===== config.mk =====
export PLATFORM = sky130hd
export DESIGN_NAME = i2c_ack_ctrl
export DESIGN_NICKNAME = d
export VERILOG_FILES = /design/src/rtl/i2c_ack_pkg.sv /design/src/rtl/i2c_ack_addr_match.sv /design/src/rtl/i2c_ack_decide.sv /design/src/rtl/i2c_ack_irq.sv /design/src/rtl/i2c_ack_ctrl.sv
export SDC_FILE = /design/constraint.sdc
export NUM_CORES = 1
export LEC_CHECK = 0
export CORE_AREA = 5 5 42 44
export DETAILED_ROUTE_END_ITERATION = 6
export DIE_AREA = 0 0 47 49
export DONT_BUFFER_PORTS = 1
export SLEW_MARGIN = 5
export SYNTH_ARGS = -nofsm -noshare
export SYNTH_HDL_FRONTEND = slang
export SYNTH_SLANG_ARGS = --single-unit
export TNS_END_PERCENT = 50

===== constraint.sdc =====
create_clock -name clk -period 2.8 [get_ports clk]
set_input_delay 0 -clock clk [delete_from_list [all_inputs] [get_ports clk]]
set_output_delay 0 -clock clk [all_outputs]
set_load 0.1 [all_outputs]

===== src/rtl/i2c_ack_pkg.sv =====
package i2c_ack_pkg;
    typedef enum logic [1:0] {
        KIND_NONE     = 2'd0,
        KIND_ADDR_ACK = 2'd1,
        KIND_ADDR_NAK = 2'd2,
        KIND_DATA     = 2'd3
    } byte_kind_e;

    typedef struct packed {
        logic       in_addr;
        logic       addressed;
        byte_kind_e kind;
        logic       sda_pull;
        logic       last_ack;
    } ack_state_t;

    typedef struct packed {
        logic pulse;
        logic pend;
    } irq_state_t;
endpackage


===== src/rtl/i2c_ack_addr_match.sv =====
module i2c_ack_addr_match #(
    parameter int ADDR_W  = 7,
    parameter int GC_CODE = 0
) (
    input  logic [ADDR_W:0]   rx_byte_i,
    input  logic [ADDR_W-1:0] own_addr_i,
    input  logic              addr_ack_dis_i,
    input  logic              gc_ack_en_i,
    output logic              hit_o
);
    localparam int BYTE_W = ADDR_W + 1;
    localparam logic [BYTE_W-1:0] GC_VAL = BYTE_W'(GC_CODE);

    logic own_hit;
    logic gc_hit;

    always_comb begin
        own_hit = (rx_byte_i[ADDR_W:1] == own_addr_i) && !addr_ack_dis_i;
        gc_hit  = (rx_byte_i == GC_VAL) && gc_ack_en_i;
        hit_o   = own_hit || gc_hit;
    end
endmodule


===== src/rtl/i2c_ack_decide.sv =====
module i2c_ack_decide
    import i2c_ack_pkg::*;
(
    input  byte_kind_e kind_i,
    input  logic       is_master_i,
    input  logic       is_receiver_i,
    input  logic       addressed_i,
    input  logic       data_ack_en_i,
    output logic       want_ack_o
);
    always_comb begin
        unique case (kind_i)
            KIND_ADDR_ACK: want_ack_o = 1'b1;
            KIND_DATA:     want_ack_o = data_ack_en_i && is_receiver_i
                                        && (is_master_i || addressed_i);
            default:       want_ack_o = 1'b0;
        endcase
    end
endmodule


===== src/rtl/i2c_ack_irq.sv =====
module i2c_ack_irq
    import i2c_ack_pkg::*;
(
    input  logic clk,
    input  logic rst_n,
    input  logic byte_done_i,
    input  logic ack_sample_i,
    input  logic irq_at_8th_i,
    input  logic irq_clr_i,
    output logic irq_pulse_o,
    output logic irq_pend_o
);
    irq_state_t st_d, st_q;
    logic       fire;

    always_comb begin
        fire       = (byte_done_i && irq_at_8th_i) || (ack_sample_i && !irq_at_8th_i);
        st_d.pulse = fire;
        st_d.pend  = fire || (st_q.pend && !irq_clr_i);
    end

    always_ff @(posedge clk or negedge rst_n) begin
        if (!rst_n) st_q <= '0;
        else        st_q <= st_d;
    end

    assign irq_pulse_o = st_q.pulse;
    assign irq_pend_o  = st_q.pend;

    a_r9_pulse_sets_pending: assert property (@(posedge clk) disable iff (!rst_n)
        irq_pulse_o |-> irq_pend_o);
    a_r10_hold_until_clear: assert property (@(posedge clk) disable iff (!rst_n)
        (irq_pend_o && !irq_clr_i) |=> irq_pend_o);
    a_r10_clear_without_event: assert property (@(posedge clk) disable iff (!rst_n)
        (irq_clr_i && !byte_done_i && !ack_sample_i) |=> !irq_pend_o);
endmodule


===== src/rtl/i2c_ack_ctrl.sv =====
module i2c_ack_ctrl
    import i2c_ack_pkg::*;
#(
    parameter int ADDR_W  = 7,
    parameter int GC_CODE = 0
) (
    input  logic              clk,
    input  logic              rst_n,
    input  logic              bus_start_i,
    input  logic              bus_stop_i,
    input  logic              byte_done_i,
    input  logic [ADDR_W:0]   rx_byte_i,
    input  logic              ack_phase_i,
    input  logic              ack_sample_i,
    input  logic              sda_in_i,
    input  logic              is_master_i,
    input  logic              is_receiver_i,
    input  logic [ADDR_W-1:0] own_addr_i,
    input  logic              addr_ack_dis_i,
    input  logic              gc_ack_en_i,
    input  logic              data_ack_en_i,
    input  logic              irq_at_8th_i,
    input  logic              irq_clr_i,
    output logic              sda_pull_o,
    output logic              last_rx_ack_o,
    output logic              irq_pulse_o,
    output logic              irq_pend_o
);
    ack_state_t st_d, st_q;
    logic       addr_hit;
    logic       want_ack;

    i2c_ack_addr_match #(.ADDR_W(ADDR_W), .GC_CODE(GC_CODE)) i_match (
        .rx_byte_i      (rx_byte_i),
        .own_addr_i     (own_addr_i),
        .addr_ack_dis_i (addr_ack_dis_i),
        .gc_ack_en_i    (gc_ack_en_i),
        .hit_o          (addr_hit)
    );

    i2c_ack_decide i_decide (
        .kind_i        (st_q.kind),
        .is_master_i   (is_master_i),
        .is_receiver_i (is_receiver_i),
        .addressed_i   (st_q.addressed),
        .data_ack_en_i (data_ack_en_i),
        .want_ack_o    (want_ack)
    );

    i2c_ack_irq i_irq (
        .clk          (clk),
        .rst_n        (rst_n),
        .byte_done_i  (byte_done_i),
        .ack_sample_i (ack_sample_i),
        .irq_at_8th_i (irq_at_8th_i),
        .irq_clr_i    (irq_clr_i),
        .irq_pulse_o  (irq_pulse_o),
        .irq_pend_o   (irq_pend_o)
    );

    always_comb begin
        st_d = st_q;
        if (bus_start_i || bus_stop_i) begin
            st_d.in_addr   = bus_start_i;
            st_d.addressed = 1'b0;
            st_d.kind      = KIND_NONE;
        end else if (byte_done_i) begin
            st_d.in_addr = 1'b0;
            if (st_q.in_addr && !is_master_i) begin
                st_d.kind      = addr_hit ? KIND_ADDR_ACK : KIND_ADDR_NAK;
                st_d.addressed = addr_hit;
            end else begin
                st_d.kind = KIND_DATA;
            end
        end
        st_d.sda_pull = ack_phase_i && want_ack;
        if (ack_sample_i) st_d.last_ack = sda_in_i;
    end

    always_ff @(posedge clk or negedge rst_n) begin
        if (!rst_n) begin
            st_q          <= '0;
            st_q.kind     <= KIND_NONE;
            st_q.last_ack <= 1'b1;
        end else begin
            st_q <= st_d;
        end
    end

    assign sda_pull_o    = st_q.sda_pull;
    assign last_rx_ack_o = st_q.last_ack;

    a_r7_pull_only_in_slot: assert property (@(posedge clk) disable iff (!rst_n)
        sda_pull_o |-> $past(ack_phase_i));
    a_r7_no_pull_as_sender: assert property (@(posedge clk) disable iff (!rst_n)
        (sda_pull_o && $past(st_q.kind == KIND_DATA)) |-> $past(is_receiver_i));
    a_r5_slave_data_needs_addr: assert property (@(posedge clk) disable iff (!rst_n)
        (sda_pull_o && $past(!is_master_i && st_q.kind == KIND_DATA)) |-> $past(st_q.addressed));
    a_r6_stop_clears_addr: assert property (@(posedge clk) disable iff (!rst_n)
        bus_stop_i |=> !st_q.addressed);
    a_r8_capture_ack: assert property (@(posedge clk) disable iff (!rst_n)
        ack_sample_i |=> (last_rx_ack_o == $past(sda_in_i)));
    a_r8_hold_ack: assert property (@(posedge clk) disable iff (!rst_n)
        !ack_sample_i |=> $stable(last_rx_ack_o));
endmodule


==> results of run 1 <==
[flip-flops by register name (all words and copies together), names as in the netlist]
| name | count |
|---|---|
| last_rx_ack_o | 1 |
| st_q | 4 |
| i_irq.irq_pulse_o | 1 |
| i_irq.irq_pend_o | 1 |
| sda_pull_o | 1 |
[metal layers]
metal / GRT usage / wire, microns
met5: 0 / 0
met4: 0.0829 / 13
met3: 0.0517 / 165
met2: 0.186 / 624
met1: 0.110 / 407
[power by group through the flow]
stage	Sequential (mW)	Combinational, mW	Clock (mW)
after floorplan	0.161	0.0214	0
after global placement	0.162	0.0235	0
after detailed placement	0.162	0.0239	0
after CTS	0.160	0.0442	0.0989
after global routing	0.161	0.0491	0.106
final	0.160	0.0449	0.0953
[metrics by stage]
stage          worst slack, ns  utilization  area [sq um]  hold WS [ns]  instances
3_5_place_dp              1.59        0.333           467        -0.295         58
6_report                  1.06        0.452           633        0.0110         76
3_3_place_gp              1.61        0.333           467        -0.295         58
5_1_grt                   1.02        0.452           633        0.0421         76
2_1_floorplan             1.65            -           447        -0.296         42
4_1_cts                   1.08        0.452           633       0.00294         76
[final timing paths]
kind / end / slack, ns / depth (start not counted) / startpoint
max: last_rx_ack_o / 1.06 / 2 / last_rx_ack_o
min: st_q[3] / 0.01 / 2 / is_master_i
max reg2reg: last_rx_ack_o / 1.06 / 2 / last_rx_ack_o
min reg2reg: st_q[4] / 0.59 / 2 / st_q[4]
max in group asynchronous: last_rx_ack_o / 2.40 / 1 / rst_n
min in group asynchronous: st_q[4] / 0.09 / 1 / rst_n
[cells in the final DEF, fill, tap and decap left out]
cell type,n
nand3b_1,1
nor4_1,6
dfstp_2,1
or4b_4,1
a21o_1,1
or2_2,2
nand2_1,2
mux2_2,2
or3_1,1
o31ai_2,1
o21a_1,1
o211ai_1,1
nor3b_1,1
clkbuf_1,1
dlygate4sd3_1,14
and3b_1,1
inv_1,1
clkbuf_4,3
dfrtp_1,7
nor2_1,3
a21oi_1,2
xor2_1,7
[cell type report]
type                       count  area (sq um)
timing repair buffer          14           140
inverter                       1          3.75
clock buffer                   4          26.3
multi-input combinational     33           241
sequential                     8           201
fill                         141           768
tap                           16          20.0
[timing repair]
item | in CTS | in global routing
setup buffers | 0 | 0
endpoints found under the hold margin | 16 | 0
hold buffers | 14 | 0
[kinds of logic after synthesis]
family / Yosys count
muxes: 2
xor gates and xnor gates: 7
and+or+nand+nor: 18
AOI/OAI and AO/OA: 6
DFF: 8
buffers and inverters: 1
==> results_dict.tcl, run 1 <==
set metrics [dict create \
    fin_nets 91 \
    p_clk_frac 0.317 \
    vias 405 \
    switching_share 0.310 \
    clock_latency_ns 0.26 \
    antenna_cells 0 \
    initial_core_util 0.319 \
    die_w_microns 47 \
    cp_top_family "flip-flops" \
    drc 0 \
    synth_edf_count 0 \
    end_kind "register" \
    min_path_type "in2reg" \
    cts.sink_count 8 \
    area_growth_syn_to_layout_pct 41.7 \
    gp_congestion 0.648 \
    synth_compound_area_frac 0.101 \
    postSynthCellCount 42 \
    skew_ns 0.00954 \
    clockBufferDepth 2 \
    synthSimpleGateAreaFrac 0.252 \
    pwr-share-seq 0.533 \
    critPathKind "reg2reg" \
    post_cts_resized 0 \
    syn_area_per_cell_sq_um 10.6 \
    ys.flop_type "dfrtp_1" \
    fin_setup_tns_ns 0 \
    path_clk_slew_ns 0.06 \
    max-cap-violations 0 \
    io_buffers 0 \
    ys_ff_latch 8 \
    worst_pin_slew_ns 0.894 \
    synth_nets 72 \
    cts-htree-levels 1 \
    wl_per_cell_microns 15.9 \
    worstSetupStartpointType "register" \
    p_sw_mw 0.0932 \
    core.rowCount 14 \
    track_usage 0.115 \
    rsz0062_at_grt "no" \
    synth_top_area_frac 0.392 \
    ant_nets 0 \
    cp_num_buf_inv 1 \
    worstPathRequired_ns 2.99 \
    leakage_nw 0.264 \
    hpwl_microns 807 \
    worstPathMaxFanout 2 \
    ys_top_cells_by_count "7 x dfrtp_1, 7 x xor2_1, 6 x nor4_1, 3 x nor2_1" \
    synth_xor_area_frac 0.137 \
    first_iter_violations 4 \
    antenna_found_initial 0 \
    dr.pass1.iters 3 \
    setup_viol 0 \
    cp.arrival_ns 1.93 \
    grt_pass1_vias 457 \
    synth_area_leaders "dfrtp_1 39%, xor2_1 14%, nor4_1 8.4%, dfstp_2 5.9%, mux2_2 5.0%" \
    synth_cell_types 19 \
    grt_max_degree 9 \
    avgViaCountPerCell 5.33 \
    clock.fmax_ghz 0.576 \
    pin_count 34 \
    core_area_sq_mm 0.00140 \
    yosys.area.top_type "dfrtp_1" \
    cp_cell_sequence "mux2_2 -> dlygate4sd3_1" \
    die_y_microns 49 \
    min_period_over_period 0.620 \
    cellPowerDensity_mw_per_mm2 474 \
    drive_gt1_frac 0.167 \
    synth_area_sq_um 447 \
    synth_mux_area_frac 0.0504 \
    maxSlewViolCount 0 \
    fp.dieArea_sq_mm 0.00230 \
    cts_buffers 3 \
    design_power_total_mw 0.300 \
    maxSlewHeadroom 0.404 \
    overflow 0 \
    crit_slowest_cell "dfstp_2" \
    pwr-share-comb 0.150 \
    grt_pass1_wl_mm 1.86 \
    peakVddDrop_v 0.000145 \
    status "finished clean" \
    hold_viol_final 0 \
    clockRootBuffer "clkbuf_4" \
    wl_mm 1.21 \
    cts_tree "built" \
    synthArstFlopShare 1.00 \
    period_minus_slack_ns 1.74 \
    synth_top_family_by_area "simple AND/OR/NAND/NOR gates" \
    slowest_delay_ns 0.86 \
    synth_seq_area_share 0.451 \
    synth_fa_ha_area_frac 0 \
    p_int_mw 0.207 \
    yosysWarningCount 0 \
]
(Power assumes the default switching activity.)
==> inputs of run 2 (changes only) <==
- ABC_AREA: default -> 1
- CORE_AREA: 5 5 42 44 -> default
- CORE_MARGIN: default -> 5
- CORE_UTILIZATION: default -> 36
- DIE_AREA: 0 0 47 49 -> default
- clock period: 2.8 -> 1.65 ns (I/O delays scaled with it)
==> run 2 against run 1 <==
- combinational power rose to 3.5 times the previous value
- total power up 76%
- sequential power up 34%
- critical endpoint is now st_q[4]
- critical path depth up 5
- critical path type is now in2reg
==> results_dict.tcl, run 2 <==
set metrics [dict create \
    status "finished clean" \
    fin_nets 137 \
    p_sw_mw 0.170 \
    end_kind "register" \
    fp.dieArea_sq_mm 0.00237 \
    layout_common_cells "35 x nand2_1, 15 x dlygate4sd3_1, 14 x inv_1" \
    cts.sink_count 8 \
    wl_mm 1.25 \
    max-cap-violations 0 \
    core_area_sq_mm 0.00145 \
    setup_viol 0 \
    clock.fmax_ghz 0.704 \
    min_period_over_period 0.861 \
    core.rowCount 14 \
    dpl_cell_area_sq_um 588 \
    syn_area_per_cell_sq_um 6.48 \
    synth_seq_area_share 0.374 \
    clockBufferDepth 2 \
    ys_ff_latch 8 \
    io_buffers 0 \
    clock_latency_ns 0.26 \
    p_int_mw 0.358 \
    worstPathRequired_ns 1.85 \
    clockRootBuffer "clkbuf_4" \
    synth_edf_count 0 \
    synth_top_area_frac 0.326 \
    pin_count 34 \
    first_iter_violations 10 \
    ys_top_cells_by_count "35 x nand2_1, 14 x inv_1, 9 x nor2_1, 7 x dfrtp_1, 4 x nand3_1" \
    cp.arrival_ns 1.62 \
    regMostFlops "st_q" \
    path_clk_slew_ns 0.06 \
    worstSetupStartpointType "primary input" \
    hpwl_microns 964 \
    period_minus_slack_ns 1.42 \
    synthArstFlopShare 1.00 \
    yosys.area.top_type "dfrtp_1" \
    antenna_cells 0 \
    grt_max_degree 9 \
    peakVddDrop_v 0.000463 \
    skew_ns 0.0152 \
    worst_pin_slew_ns 0.381 \
    dr.pass1.iters 4 \
    die_y_microns 48.7 \
    holdWs_ns 0.0328 \
    postSynthCellCount 83 \
    cellPowerDensity_mw_per_mm2 691 \
    synth_area_leaders "dfrtp_1 33%, nand2_1 24%, inv_1 9.8%, nor2_1 6.3%, dfstp_2 4.9%" \
    initial_core_util 0.370 \
    mostFrequentLayoutCell "nand2_1" \
    ys.flop_type "dfrtp_1" \
    cts_buffers 3 \
    drive_gt1_frac 0.151 \
    die_w_microns 48.7 \
    gp_congestion 0.704 \
    pwr-share-seq 0.406 \
    p_clk_frac 0.301 \
    avgViaCountPerCell 4.44 \
    cts-htree-levels 1 \
    pwr-share-comb 0.293 \
    vias 542 \
    critPathKind "in2reg" \
    synth_cell_types 16 \
    synth_most_common_cell "nand2_1" \
    min_path_type "in2reg" \
    area_growth_syn_to_layout_pct 42.1 \
    track_usage 0.108 \
    switching_share 0.321 \
    wl_per_cell_microns 10.2 \
    overflow 0 \
    synth_area_sq_um 538 \
    grt_pass1_wl_mm 1.98 \
    synth_nets 113 \
    ant_nets 0 \
    rsz0062_at_grt "no" \
    largest_reg_flops 4 \
    drc 0 \
    antenna_found_initial 0 \
    grt_pass1_vias 513 \
    worstPathMaxFanout 3 \
    leakage_nw 0.441 \
    yosysWarningCount 0 \
    maxSlewHeadroom 0.745 \
    cts_tree "built" \
    fin_setup_tns_ns 0 \
    post_cts_resized 0 \
    maxSlewViolCount 0 \
    design_area_sq_um 764 \
    hold_viol_final 0 \
]
-- run 2: cell count changes in the layout (fill, tap and decap cells not counted), moves of 3 or more --
cell     before  now
nand2_1       2   35
xor2_1        7    0
inv_1         1   14
nand3_1       0    4
nor4_1        6    0
buf_4         0    4
nor2_1        3    9
inv_2         0    3
-- run 2: repair_timing --
action                                 in CTS  in global routing
setup buffers                               0                  0
hold buffers                               15                  0
endpoints found under the hold margin      16                  0
-- run 2: critical path: stages --
cell	delay, ns
dlygate4sd3_1	0.56
nor2_1	0.21
inv_2	0.06
nor2_2	0.12
nand3_1	0.09
nand2_1	0.05
dlygate4sd3_1	0.53
-- run 2: cells by family after synthesis --
logic type	synth area share
AND/OR/NAND/NOR	0.428
buffers and inverters	0.119
flip-flops	0.374
AO/OA/AOI/OAI	0.0628
XOR/XNOR	0.0163
-- run 2: layout make-up --
cell class,instances,area (sq um)
Tap cell,16,20.0
Sequential cell,8,201
Timing Repair Buffer,19,180
Clock buffer,4,26.3
Multi-Input combinational cell,58,273
Fill cell,154,689
Inverter,17,63.8
-- run 2: path summary, 6_finish.rpt --
path | from | end | slack [ns] | cells past startpoint
min in group asynchronous | rst_n | st_q[3] | 0.09 | 1
max in group asynchronous | rst_n | last_rx_ack_o | 1.23 | 1
worst min-delay path | bus_stop_i | st_q[2] | 0.03 | 5
worst max-delay path | bus_start_i | st_q[4] | 0.23 | 7
worst max register to register | st_q[4] | sda_pull_o | 0.31 | 3
worst min register to register | last_rx_ack_o | last_rx_ack_o | 0.46 | 2
-- run 2: metal layers --
metal | global-route usage | up-vias | routed length, microns
met5 | 0 | - | 0
met3 | 0.0521 | 0 | 104
met4 | 0.0269 | 0 | 0
met1 | 0.105 | 233 | 456
li1 | - | 294 | -
met2 | 0.200 | 15 | 688
-- run 2: through the flow --
step                instances  utilization  total power, mW  worst slack (ns)
CTS                       122        0.526            0.536             0.228
finish                    122        0.526            0.528             0.229
floorplan                  83            -            0.319             0.447
detailed placement        103        0.404            0.337             0.830
global placement          103        0.404            0.335             0.859
global route              122        0.526            0.559             0.128
-- run 2: power by group through the flow --
stage	clock (mW)	sequential (mW)	combinational [mW]
detailed placement	0	0.217	0.120
CTS	0.167	0.214	0.155
floorplan	0	0.270	0.0488
finish	0.159	0.214	0.155
global route	0.175	0.216	0.169
global placement	0	0.217	0.119
==> inputs of run 3 (changes only) <==
- SYNTH_HIERARCHICAL: default -> 1
==> run 3 against run 2 <==
- critical path depth fell by 1
- first-iteration DRC count rose by 10%
- largest power group unchanged
- total power rose by 2.3%
- final area rose by 5.4%
- critical path type is now reg2reg
- sequential share of layout area fell by 1.4 points
==> results_dict.tcl, run 3 <==
set metrics [dict create \
    status "finished clean" \
    dpl_cell_area_sq_um 649 \
    core.rowCount 14 \
    synth_seq_area_share 0.336 \
    area_growth_syn_to_layout_pct 34.4 \
    fp.dieArea_sq_mm 0.00258 \
    synth_area_sq_um 599 \
    vias 618 \
    hold_viol_final 0 \
    placed_cells 120 \
    top_layer "met4" \
    ys_top_cells_by_count "39 x nand2_1, 25 x inv_1, 8 x nor2_1, 7 x dfrtp_1, 5 x nand3_1" \
    path_clk_slew_ns 0.06 \
    cts-htree-levels 1 \
    grt_pass1_wl_mm 2.18 \
    max-cap-violations 0 \
    regMostFlops "st_q" \
    maxSlewHeadroom 0.740 \
    design_area_sq_um 806 \
    die_w_microns 50.8 \
    antenna_found_initial 0 \
    synth_cell_types 16 \
    instances_no_fill 137 \
    cp.arrival_ns 1.53 \
    grt_max_degree 9 \
    min_period_over_period 0.837 \
    setup_viol 0 \
    grt_pass1_vias 560 \
    avgViaCountPerCell 4.51 \
    holdWs_ns 0.0150 \
    clockRootBuffer "clkbuf_4" \
    cellPowerDensity_mw_per_mm2 670 \
    wl_met1_microns 501 \
    die_y_microns 50.8 \
    leakage_nw 0.495 \
    skew_ns 0.0102 \
    worstPathMaxFanout 3 \
    synth_top_area_frac 0.292 \
    clock.fmax_ghz 0.724 \
    fill_cells 160 \
    drc 0 \
    io_buffers 0 \
    ant_nets 0 \
    wl_met2_microns 736 \
    min_path_type "in2reg" \
    synthArstFlopShare 1.00 \
    layout_common_cells "39 x nand2_1, 25 x inv_1, 13 x dlygate4sd3_1" \
    synth_most_common_cell "nand2_1" \
    antenna_cells 0 \
    drive_gt1_frac 0.140 \
    route.met3.wl_microns 97 \
    finish.utilization 0.523 \
    cts_tree "built" \
    largest_reg_flops 4 \
    syn_area_per_cell_sq_um 5.99 \
    worstPathRequired_ns 1.79 \
    worstSetupStartpointType "register" \
    synth_edf_count 0 \
    synth_nets 130 \
    clockBufferDepth 2 \
    wl_per_cell_microns 9.82 \
    synth_area_leaders "dfrtp_1 29%, nand2_1 24%, inv_1 16%, nor2_1 5.0%, dfstp_2 4.4%" \
    gp_congestion 0.774 \
    wl_mm 1.35 \
    first_iter_violations 11 \
    cts.sink_count 8 \
    hpwl_mm 1.09 \
    dr.pass1.iters 4 \
    maxSlewViolCount 0 \
    ys.flop_type "dfrtp_1" \
    fin_nets 152 \
    end_kind "register" \
    cts_buffers 3 \
    worst_pin_slew_ns 0.388 \
    overflow 0 \
    core_area_sq_mm 0.00154 \
    pin_count 34 \
    track_usage 0.106 \
    postSynthCellCount 100 \
    reg2reg_slack_ns 0.27 \
    clock_latency_ns 0.26 \
    yosys.area.top_type "dfrtp_1" \
    critPathKind "reg2reg" \
    ys_ff_latch 8 \
    yosysWarningCount 6 \
    period_minus_slack_ns 1.38 \
    initial_core_util 0.389 \
    peakVddDrop_v 0.000279 \
    mostFrequentLayoutCell "nand2_1" \
    rsz0062_at_grt "no" \
    fin_setup_tns_ns 0 \
]
## run 3: changes by cell type in the layout (fill, tap and decap cells not counted), moves of 2 or more
cell,previous run,this run
nand2_1,35,39
inv_1,14,25
dlygate4sd3_1,15,13
nand2_2,0,4
nand4_1,0,2
## run 3: repair_timing
item | 4_1_cts | 5_1_grt
setup buffers | 0 | 0
hold buffers | 13 | 0
gates resized for setup | 0 | 0
hold endpoints to repair | 16 | 0
## run 3: final timing paths
| path | from | to | cells past startpoint |
|---|---|---|---|
| max in group asynchronous | rst_n | last_rx_ack_o | 1 |
| worst max register to register | st_q[5] | st_q[2] | 6 |
| worst min-delay path | is_master_i | st_q[4] | 6 |
| min in group asynchronous | rst_n | st_q[4] | 1 |
| worst max-delay path | st_q[5] | st_q[2] | 6 |
| worst min register to register | st_q[4] | st_q[4] | 2 |
## run 3: logic make-up (layout without fill, tap and decap cells)
kind of cell,Yosys count,in the layout,synth area share
compound gates,2,2,0.0251
buf+inv,28,49,0.175
flops,8,8,0.336
mux,1,1,0.0188
simple gates,61,61,0.445
## run 3: area by class of cell
cell class	count	area, sq um	area share
sequential	8	201	0.250
inverter	28	105	0.130
clock buffer	4	26.3	0.0326
timing repair buffer	17	160	0.199
multi-input combinational	64	293	0.363
tap	16	20.0	0.0248
## run 3: critical path, stage by stage, from the launching register on
cell and delay, ns:
dfrtp_1 0.37, inv_2 0.05, nor2_2 0.12, nand2_1 0.07, nand3_1 0.07, nand2_1 0.05
dlygate4sd3_1 0.54
## run 3: layer usage
layer	track usage	vias to the layer above
met2	0.192	21
met3	0.0266	3
met4	0.0383	0
met5	0	-
li1	-	328
met1	0.118	266
## run 3: stage by stage
step / setup WS, ns / power (mW)
after floorplan: 0.445 / 0.327
after global placement: 0.861 / 0.345
after detailed placement: 0.832 / 0.348
after CTS: 0.275 / 0.547
after global routing: 0.178 / 0.571
final: 0.269 / 0.540
## run 3: power breakdown
| part | leakage [nW] | internal [mW] | switching, mW |
|---|---|---|---|
| Clock | 0.0150 | 0.0928 | 0.0722 |
| Sequential | 0.0998 | 0.209 | 0.00572 |
| Combinational | 0.380 | 0.0565 | 0.104 |
| Total | 0.495 | 0.358 | 0.182 |
